===== src/rtl/expgain_pkg.sv =====
package expgain_pkg;

    localparam int BYTE_W     = 8;
    localparam int RAW_W      = 2 * BYTE_W;
    localparam int ADDR_W     = 3;
    localparam int COARSE_W   = 9;
    localparam int FINE_W     = 9;
    localparam int GAIN_W     = 3;
    localparam int PAGE_SLOTS = 5;

    localparam int COARSE_LIMIT  = 302;
    localparam int FINE_LIMIT_30 = 356;
    localparam int FINE_LIMIT_25 = 434;

    // offsets in the exposure page
    localparam logic [ADDR_W-1:0] OFS_COARSE_HI = 3'd0;
    localparam logic [ADDR_W-1:0] OFS_COARSE_LO = 3'd1;
    localparam logic [ADDR_W-1:0] OFS_FINE_HI   = 3'd2;
    localparam logic [ADDR_W-1:0] OFS_FINE_LO   = 3'd3;
    localparam logic [ADDR_W-1:0] OFS_GAIN      = 3'd4;

    typedef enum logic {
        BND_IDLE = 1'b0,
        BND_HELD = 1'b1
    } bnd_state_e;

    typedef struct packed {
        logic [RAW_W-1:0]  coarse_raw;
        logic [RAW_W-1:0]  fine_raw;
        logic              fine_slow;   // mode captured at fine write
        logic [GAIN_W-1:0] gain;
    } staged_t;

    typedef struct packed {
        logic [COARSE_W-1:0] coarse;
        logic [FINE_W-1:0]   fine;
    } expo_t;

    function automatic logic [RAW_W-1:0] clip_to(input logic [RAW_W-1:0] value,
                                                 input logic [RAW_W-1:0] limit);
        return (value > limit) ? limit : value;
    endfunction

endpackage


===== src/rtl/expgain_stage.sv =====
module expgain_stage
    import expgain_pkg::*;
#(
    parameter int N_SLOTS = PAGE_SLOTS
) (
    input  logic              clk,
    input  logic              rst,
    input  logic              wr_en,
    input  logic [ADDR_W-1:0] wr_addr,
    input  logic [BYTE_W-1:0] wr_data,
    input  logic              rate_slow,
    output staged_t           stage_o,
    output logic              page_wr_o
);

    localparam logic [ADDR_W-1:0] SLOT_END = ADDR_W'(N_SLOTS);

    staged_t stage_q;

    always_comb begin
        page_wr_o = wr_en && (wr_addr < SLOT_END);
    end

    always_ff @(posedge clk) begin
        if (rst) begin
            stage_q <= '0;
        end else if (page_wr_o) begin
            case (wr_addr)
                OFS_COARSE_HI: stage_q.coarse_raw[RAW_W-1:BYTE_W] <= wr_data;
                OFS_COARSE_LO: stage_q.coarse_raw[BYTE_W-1:0]     <= wr_data;
                OFS_FINE_HI: begin
                    stage_q.fine_raw[RAW_W-1:BYTE_W] <= wr_data;
                    stage_q.fine_slow                <= rate_slow;
                end
                OFS_FINE_LO: begin
                    stage_q.fine_raw[BYTE_W-1:0] <= wr_data;
                    stage_q.fine_slow            <= rate_slow;
                end
                OFS_GAIN:    stage_q.gain <= wr_data[GAIN_W-1:0];
                default:     ;
            endcase
        end
    end

    assign stage_o = stage_q;

endmodule


===== src/rtl/expgain_boundary.sv =====
module expgain_boundary
    import expgain_pkg::*;
(
    input  logic clk,
    input  logic rst,
    input  logic frame_start,
    input  logic busy,
    output logic apply_o
);

    bnd_state_e state_q;
    logic       boundary_seen;

    always_comb begin
        boundary_seen = frame_start || (state_q == BND_HELD);
        apply_o       = boundary_seen && !busy;
    end

    always_ff @(posedge clk) begin
        if (rst) begin
            state_q <= BND_IDLE;
        end else if (busy && boundary_seen) begin
            state_q <= BND_HELD;
        end else begin
            state_q <= BND_IDLE;
        end
    end

endmodule


===== src/rtl/expgain_apply.sv =====
module expgain_apply
    import expgain_pkg::*;
#(
    parameter int GAIN_LAG = 1
) (
    input  logic                clk,
    input  logic                rst,
    input  logic                apply,
    input  logic                page_wr,
    input  staged_t             stage,
    output logic [COARSE_W-1:0] coarse_o,
    output logic [FINE_W-1:0]   fine_o,
    output logic [GAIN_W-1:0]   gain_o,
    output logic                pending_o
);

    localparam logic [RAW_W-1:0] C_LIM  = RAW_W'(COARSE_LIMIT);
    localparam logic [RAW_W-1:0] F_LIM0 = RAW_W'(FINE_LIMIT_30);
    localparam logic [RAW_W-1:0] F_LIM1 = RAW_W'(FINE_LIMIT_25);

    expo_t            next_expo;
    expo_t            expo_q;
    logic [RAW_W-1:0] coarse_cl;
    logic [RAW_W-1:0] fine_cl;
    logic [GAIN_W-1:0] lag_q [GAIN_LAG];
    logic [GAIN_W-1:0] gain_q;
    logic              pending_q;

    always_comb begin
        coarse_cl        = clip_to(stage.coarse_raw, C_LIM);
        fine_cl          = clip_to(stage.fine_raw, stage.fine_slow ? F_LIM1 : F_LIM0);
        next_expo.coarse = coarse_cl[COARSE_W-1:0];
        next_expo.fine   = fine_cl[FINE_W-1:0];
    end

    always_ff @(posedge clk) begin
        if (rst) begin
            expo_q <= '0;
        end else if (apply) begin
            expo_q <= next_expo;
        end
    end

    // gain delay line, one stage per boundary of lag
    generate
        for (genvar gi = 0; gi < GAIN_LAG; gi++) begin : g_lag
            always_ff @(posedge clk) begin
                if (rst) begin
                    lag_q[gi] <= '0;
                end else if (apply) begin
                    if (gi == 0) begin
                        lag_q[gi] <= stage.gain;
                    end else begin
                        lag_q[gi] <= lag_q[(gi == 0) ? 0 : gi-1];
                    end
                end
            end
        end
    endgenerate

    always_ff @(posedge clk) begin
        if (rst) begin
            gain_q <= '0;
        end else if (apply) begin
            gain_q <= lag_q[GAIN_LAG-1];
        end
    end

    always_ff @(posedge clk) begin
        if (rst) begin
            pending_q <= 1'b0;
        end else if (page_wr) begin
            pending_q <= 1'b1;
        end else if (apply) begin
            pending_q <= 1'b0;
        end
    end

    assign coarse_o  = expo_q.coarse;
    assign fine_o    = expo_q.fine;
    assign gain_o    = gain_q;
    assign pending_o = pending_q;

    AST_COARSE_CEIL: assert property (@(posedge clk) disable iff (rst)
        coarse_o <= COARSE_W'(COARSE_LIMIT));
    AST_FINE_CEIL: assert property (@(posedge clk) disable iff (rst)
        fine_o <= FINE_W'(FINE_LIMIT_25));
    AST_HOLD_OFF_BOUNDARY: assert property (@(posedge clk) disable iff (rst)
        !apply |=> $stable({coarse_o, fine_o, gain_o}));
    AST_PENDING_ON_WRITE: assert property (@(posedge clk) disable iff (rst)
        page_wr |=> pending_o);
    AST_PENDING_CLEARED: assert property (@(posedge clk) disable iff (rst)
        (apply && !page_wr) |=> !pending_o);

endmodule


===== src/rtl/expgain_retimer.sv =====
module expgain_retimer
    import expgain_pkg::*;
#(
    parameter int GAIN_LAG = 1
) (
    input  logic                clk,
    input  logic                rst,
    input  logic                wr_en,
    input  logic [ADDR_W-1:0]   wr_addr,
    input  logic [BYTE_W-1:0]   wr_data,
    input  logic                page_busy,
    input  logic                frame_start,
    input  logic                rate_25,
    output logic [COARSE_W-1:0] coarse_q,
    output logic [FINE_W-1:0]   fine_q,
    output logic [GAIN_W-1:0]   gain_q,
    output logic                update_pending
);

    staged_t stage;
    logic    page_wr;
    logic    apply;

    expgain_stage #(.N_SLOTS(PAGE_SLOTS)) u_stage (
        .clk       (clk),
        .rst       (rst),
        .wr_en     (wr_en),
        .wr_addr   (wr_addr),
        .wr_data   (wr_data),
        .rate_slow (rate_25),
        .stage_o   (stage),
        .page_wr_o (page_wr)
    );

    expgain_boundary u_bnd (
        .clk         (clk),
        .rst         (rst),
        .frame_start (frame_start),
        .busy        (page_busy),
        .apply_o     (apply)
    );

    expgain_apply #(.GAIN_LAG(GAIN_LAG)) u_apply (
        .clk       (clk),
        .rst       (rst),
        .apply     (apply),
        .page_wr   (page_wr),
        .stage     (stage),
        .coarse_o  (coarse_q),
        .fine_o    (fine_q),
        .gain_o    (gain_q),
        .pending_o (update_pending)
    );

    AST_FROZEN_WHILE_BUSY: assert property (@(posedge clk) disable iff (rst)
        page_busy |=> $stable({coarse_q, fine_q, gain_q}));
    AST_IGNORED_OFFSET: assert property (@(posedge clk) disable iff (rst)
        (wr_en && wr_addr >= ADDR_W'(PAGE_SLOTS) && !update_pending) |=> !update_pending);

endmodule


===== config.mk =====
export PLATFORM = sky130hd
export DESIGN_NAME = expgain_retimer
export DESIGN_NICKNAME = d
export VERILOG_FILES = /design/src/rtl/expgain_pkg.sv /design/src/rtl/expgain_stage.sv /design/src/rtl/expgain_boundary.sv /design/src/rtl/expgain_apply.sv /design/src/rtl/expgain_retimer.sv
export SDC_FILE = /design/constraint.sdc
export NUM_CORES = 1
export LEC_CHECK = 0
export BUFFER_PORTS_ARGS = -buffer_cell sky130_fd_sc_hd__buf_2
export CAP_MARGIN = 10
export CORE_MARGIN = 1
export CORE_UTILIZATION = 45
export DETAILED_ROUTE_END_ITERATION = 8
export PLACE_DENSITY = 0.66
export SLEW_MARGIN = 20
export SYNTH_ARGS = -nofsm -noshare
export SYNTH_HDL_FRONTEND = slang
export SYNTH_HIERARCHICAL = 1
export SYNTH_SLANG_ARGS = --single-unit

===== constraint.sdc =====
create_clock -name clk -period 2.2 [get_ports clk]
set_input_delay 0.44 -clock clk [delete_from_list [all_inputs] [get_ports clk]]
set_output_delay 0.44 -clock clk [all_outputs]
set_load 0.01 [all_outputs]

==> Yosys cells after proc, flatten, opt, wreduce, memory -nomap -nowiden <==
Memories as Yosys holds them, arrays and structs flattened. A register that Yosys moved wholly into a read port is not among the register bits.
Cells that the tools add are included.
{ "word_totals": {"ff_bits": 56, "ram_bits": 3, "input_bits": 17, "out_inout_bits": 22, "elab_cells": 46, "n_memories": 1} }
{ "classes": {"magnitude_cmp": 3, "n_eq_ne": 4, "muxes": 13, "reduce_logical": 15} }
{ "mem_list": {"columns": ["name", "words", "width", "read_ports", "rd_ports_with_merged_regs", "write_ports", "line", "text"], "rows": [
  ["u_apply.lag_q", 1, 3, 1, 1, 1, "expgain_apply.sv:25", "logic [GAIN_W-1:0] lag_q [GAIN_LAG];"]
]} }
{ "ops": {"columns": ["cell", "count"], "rows": [
  ["two-way mux 9 bit", 2],
  ["greater-than comparator 16 x 9 -> 1 bit", 1],
  ["greater-than comparator 16 x 9 -> 1 bit (second input constant)", 1],
  ["AND reduction 2 bit", 6],
  ["two-way mux 1 bit", 9],
  ["two-way mux 8 bit", 1],
  ["== test 3 x 2 -> 1 bit (second input constant)", 2],
  ["== test 3 x 1 -> 1 bit (second input constant)", 1],
  ["== test 3 bit (second input constant)", 1],
  ["logical AND 1 bit", 3],
  ["logical NOT 3 bit", 1],
  ["< comparator 3 bit (second input constant)", 1],
  ["two-way mux 3 bit", 1],
  ["OR reduction 3 bit", 1],
  ["nonzero test 2 bit", 1],
  ["OR reduction 2 bit", 1],
  ["logical NOT 1 bit", 1],
  ["logical OR 1 bit", 1]
]} }

==> Longest topological paths before layout <==
{ "depth": {"depth_word": 7, "mapped_depth": 7, "ltp_nobuf": 7} }

==> Cells and area by module <==
The synthesis kept the hierarchy.
{ "by_module_without_submodules": {"columns": ["module", "n_inst", "cells_per_inst", "area_per_inst_um2", "seq_area_each_um2"], "rows": [
  ["expgain_stage", 1, 133, 1477.7, 720.7],
  ["expgain_apply", 1, 119, 1131.1, 530.5],
  ["expgain_boundary", 1, 4, 40.0, 20.0]
]} }

==> Worst setup path before layout <==
No wires, ideal clock.
{ "synth_timing": {"kind": "flip-flop to flip-flop", "from": "register u_stage.stage_q (netlist bit u_stage/stage_o[3])", "to": "register u_apply.expo_q (netlist bit u_apply/fine_o[1])", "setup_ns": 0.092, "t_arrival_ns": 1.603, "t_required_ns": 2.108, "path_slack_ns": 0.505, "stages_incl_launch_ff": 8, "n_path_buf": 0, "synth_period_minus_slack_ns": 1.695, "cell_sequence": "dfxtp_1 > inv_1 > ha_1 > nand4_1 > nor4_1 > o21ai_1 > and2_4 > o311ai_4"} }
{ "synth_via": {"elab_chain_len": 3} }
{ "synth_lines": {"columns": ["item", "line", "text"], "rows": [
  ["from (decl)", "expgain_stage.sv:18", "staged_t stage_q;"],
  ["two-way mux 8 bit *", "expgain_apply.sv:31", "fine_cl = clip_to(stage.fine_raw, stage.fine_slow ? F_LIM1 : F_LIM0);"],
  ["greater-than comparator 16 x 9 -> 1 bit", "expgain_pkg.sv:41", "return (value > limit) ? limit : value;"],
  ["two-way mux 9 bit *", "expgain_pkg.sv:41", null],
  ["to (signal assigned)", "expgain_apply.sv:40", "expo_q <= next_expo;"],
  ["to (decl)", "expgain_apply.sv:22", "expo_t expo_q;"]
]} }
Mark *: on every way between the ends. The rest lies on a longest branch, timed or not.
A chain may end at the register's enable or synchronous reset.

==> Final worst setup path <==
Ends and elaborated chain as after synthesis.

==> metrics.cfg <==
[clocking]
postCtsResizedCells = 0
clock-root-buffer = sky130_fd_sc_hd__clkbuf_8
numCtsBuffers = 9
insertion_delay_ns = 0.34
cts.sinks = 62
cts_htree_levels = 3
cts.repair_timing.setup_buffer_count = 0
cts_max_path_buffers = 2
cts-hold-fix-buffers = 0
worst_setup_hold_path_clk_slew_ns = 0.06
cts_tree = done

[power_and_ir_drop]
power.share.clock_pct = 45.3
switching_share_pct = 21.7
power.static_leakage_nw = 1.43
seq_power_share_pct = 46.7
intPower_w = 0.00198
cellPowerDensity_nw_per_um2 = 800
vdd.ir_drop.worst_mv = 0.487
p_comb_share_pct = 8.0
finalPower_w = 0.00253
net-switching-power_w = 0.000549

[synthesis]
synth_cells = 256
netlist-cell-type-count = 40
ys_dominant_reg_cell = sky130_fd_sc_hd__dfxtp_1
synth_async_sr_flop_share_pct = 0
yosys.cell_count.top_type = sky130_fd_sc_hd__dfxtp_1
post_synth_main_area_contributors = sky130_fd_sc_hd__dfxtp_1 (45%), sky130_fd_sc_hd__mux2i_1 (15%), sky130_fd_sc_hd__nand2b_1 (11%)
synth_edf_count = 3
post_synth_most_frequent_cells = sky130_fd_sc_hd__dfxtp_1 (59), sky130_fd_sc_hd__nand2b_1 (47), sky130_fd_sc_hd__mux2i_1 (39), sky130_fd_sc_hd__nor2_1 (16), sky130_fd_sc_hd__nand2_1 (15)
postSynthRegisterBits = 62
ys_warn_count = 6
netlist_area_um2 = 2650
postSynthNetCount = 278
synth_largest_type_area_fraction_pct = 44.6
ys_seq_area_share_pct = 48.0
yosysTopAreaCell = sky130_fd_sc_hd__dfxtp_1
synthesis.area_per_instance_um2 = 10.3

[job]
max-cap-violations = 0

[worst_setup_path]
setup.worst_path.start_class = flip-flop
timing.critical_path.max_delay_family = simple AND/OR/NAND/NOR gates
worstSetupPathType = flip-flop to flip-flop
critical_path.cell_chain = inv_1 -> ha_1 -> nand4_1 -> nor4_1 -> o21ai_1 -> and2_4 -> o311ai_4
worstReg2RegStart = u_stage/stage_o[3]$_SDFFE_PP0P_
worst_r2r_endpoint = u_apply/fine_o[1]$_SDFFE_PP0P_
critical_path.startpoint = u_stage/stage_o[3]$_SDFFE_PP0P_
required_time_at_the_endpoint_of_the_critical_path_ns = 2.45
ff2ff_setup_slack_ns = 0.25
worstPathMaxFanout = 6
timing.critical_path.slowest_cell_delay_ns = 0.44
kind_of_end_point_of_the_critical_path = flip-flop
path_buf_inv = 1
ff2ff_path_depth = 7
worst-endpoint-arrival_ns = 2.20
cp_slowest_cell = sky130_fd_sc_hd__dfxtp_1

[timing]
clock-skew-final_ns = 0.00768
setup_viol = 0
hold_viol_final = 0
final_period_utilization_pct = 88.5
finalCriticalPeriod_ns = 1.95
fmax_ghz = 0.514
fin_tns_setup_ns = 0
rsz0062_at_grt = false
slew_viol_final = 0
max_slew.worst_pin.slew_ns = 0.597
worst_slew_margin_rel_pct = 60.0

[worst_hold_path]
path_class_of_the_lowest_slack_min_delay_path = primary input to flip-flop
worst_hold_startpoint = page_busy
worstHoldEndpoint = u_bnd/state_q$_SDFF_PP0_
min_path_cells = 2

[floorplan]
top_level_ports = 39
placement_rows = 27
fp.dieH_um = 78.7
die_w_um = 78.7
die_area_um2 = 6200
initial_core_utilization_pct = 47.5
design.core.area_um2 = 5570

[finish]
share_of_layout_cells_above_drive_strength_1_pct = 22.6
nNetsFinal = 322
area_growth_pct = 19.5
diodes = 0
fillers = 509
multi_input_area_um2 = 1290
sequential_cell_area_um2 = 1270

[status]
outcome = finished clean

[global_route]
maximum_number_of_pins_on_one_net_before_global_route_repair = 30
antenna_found_initial = 0
grt_util_all_layers_pct = 19.1
first_global_vias = 1792
globalRouteOverflowTotal = 0
wire_length_of_the_first_global_routing_pass_um = 8730

[placed_design]
port_buffers = 38
hpwlAfterDp_um = 3760
globalplace.congestion = 0.760

[drt]
antenna_left = 0
vias_per_cell = 5.07
drtIter0Drc = 76
drt_first_pass_iters = 4
route.detailed.wl_per_inst_um = 14.1
num_vias = 1910
remaining_drc_errors = 0
wl_final_um = 5300

state kept, by name, summed over array words and instances, names as in the netlist:
register	flops
u_apply/coarse_o	9
u_apply/fine_o	9
u_apply/gain_o	3
u_stage/stage_o	36
u_apply/pending_o	1
u_bnd/state_q	1
u_apply/lag_q	3
per-layer routing:
metal	global-route usage (%)	vias up	share of wire, %	wire length [µm]
met5	0	-	0	0
met4	7.78	0	0.79	42
met3	7.01	5	4.7	248
met2	28.5	40	43	2260
met1	24.9	889	52	2750
li1	-	976	-	-
power groups by stage:
stage          sequential (W)  clock [W]  combinational (W)
2_1_floorplan         0.00121          0           0.000124
3_3_place_gp          0.00121          0           0.000201
3_5_place_dp          0.00121          0           0.000205
4_1_cts               0.00118    0.00118           0.000205
5_1_grt               0.00119    0.00122           0.000224
6_report              0.00118    0.00115           0.000204
logic make-up (layout without fill, tap and decap cells):
group,count (synthesis),in the layout,synth area share (%)
and+or+nand+nor,102,102,23.5
AOI/OAI and AO/OA,27,27,8.03
buffers and inverters,21,70,3.40
adders and majority gates,5,5,2.36
muxes,39,39,14.7
DFF,62,62,48.0
cell usage in the layout (no fill, tap or decap), drive strengths merged, types with 2 or more instances in the layout:
cell type   n
a211oi      5
a21oi       4
a22o        3
a32o        2
and2        5
buf        45
bufinv      2
clkbuf     13
dfxtp      59
edfxtp      3
ha          5
inv         9
mux2i      39
nand2      15
nand2b     47
nand4       3
nand4bb     3
nor2       16
nor4        3
o211ai      4
o21ai       6
how the worst max path moves through the flow:
stage / end / slack (ns) / cells past startpoint
after floorplan: u_apply/fine_o[1]$_SDFFE_PP0P_ / 0.51 / 7
after global placement: u_apply/fine_o[7]$_SDFFE_PP0P_ / 0.37 / 7
after detailed placement: u_apply/fine_o[1]$_SDFFE_PP0P_ / 0.31 / 7
after CTS: u_apply/fine_o[7]$_SDFFE_PP0P_ / 0.30 / 7
after global routing: u_apply/fine_o[7]$_SDFFE_PP0P_ / 0.18 / 7
final: u_apply/fine_o[1]$_SDFFE_PP0P_ / 0.25 / 7
area by class of cell:
type                       count  area share, %
multi-input combinational    173           40.9
sequential                    62           40.2
timing repair buffer          45           7.67
clock buffer                  13           5.34
tap                           72           2.85
clock inverter                 3           2.06
inverter                       9           1.07
metrics by stage:
stage	hold slack (ns)	area, µm²	worst slack, ns	util (%)	cells
floorplan	0.444	2650	0.505	-	256
global placement	0.444	2930	0.370	52.6	361
detailed placement	0.446	2930	0.313	52.6	361
CTS	0.342	3170	0.297	56.8	377
global route	0.354	3170	0.180	56.8	377
finish	0.363	3170	0.254	56.8	377
Note: power is estimated with default switching activity, not from simulation.
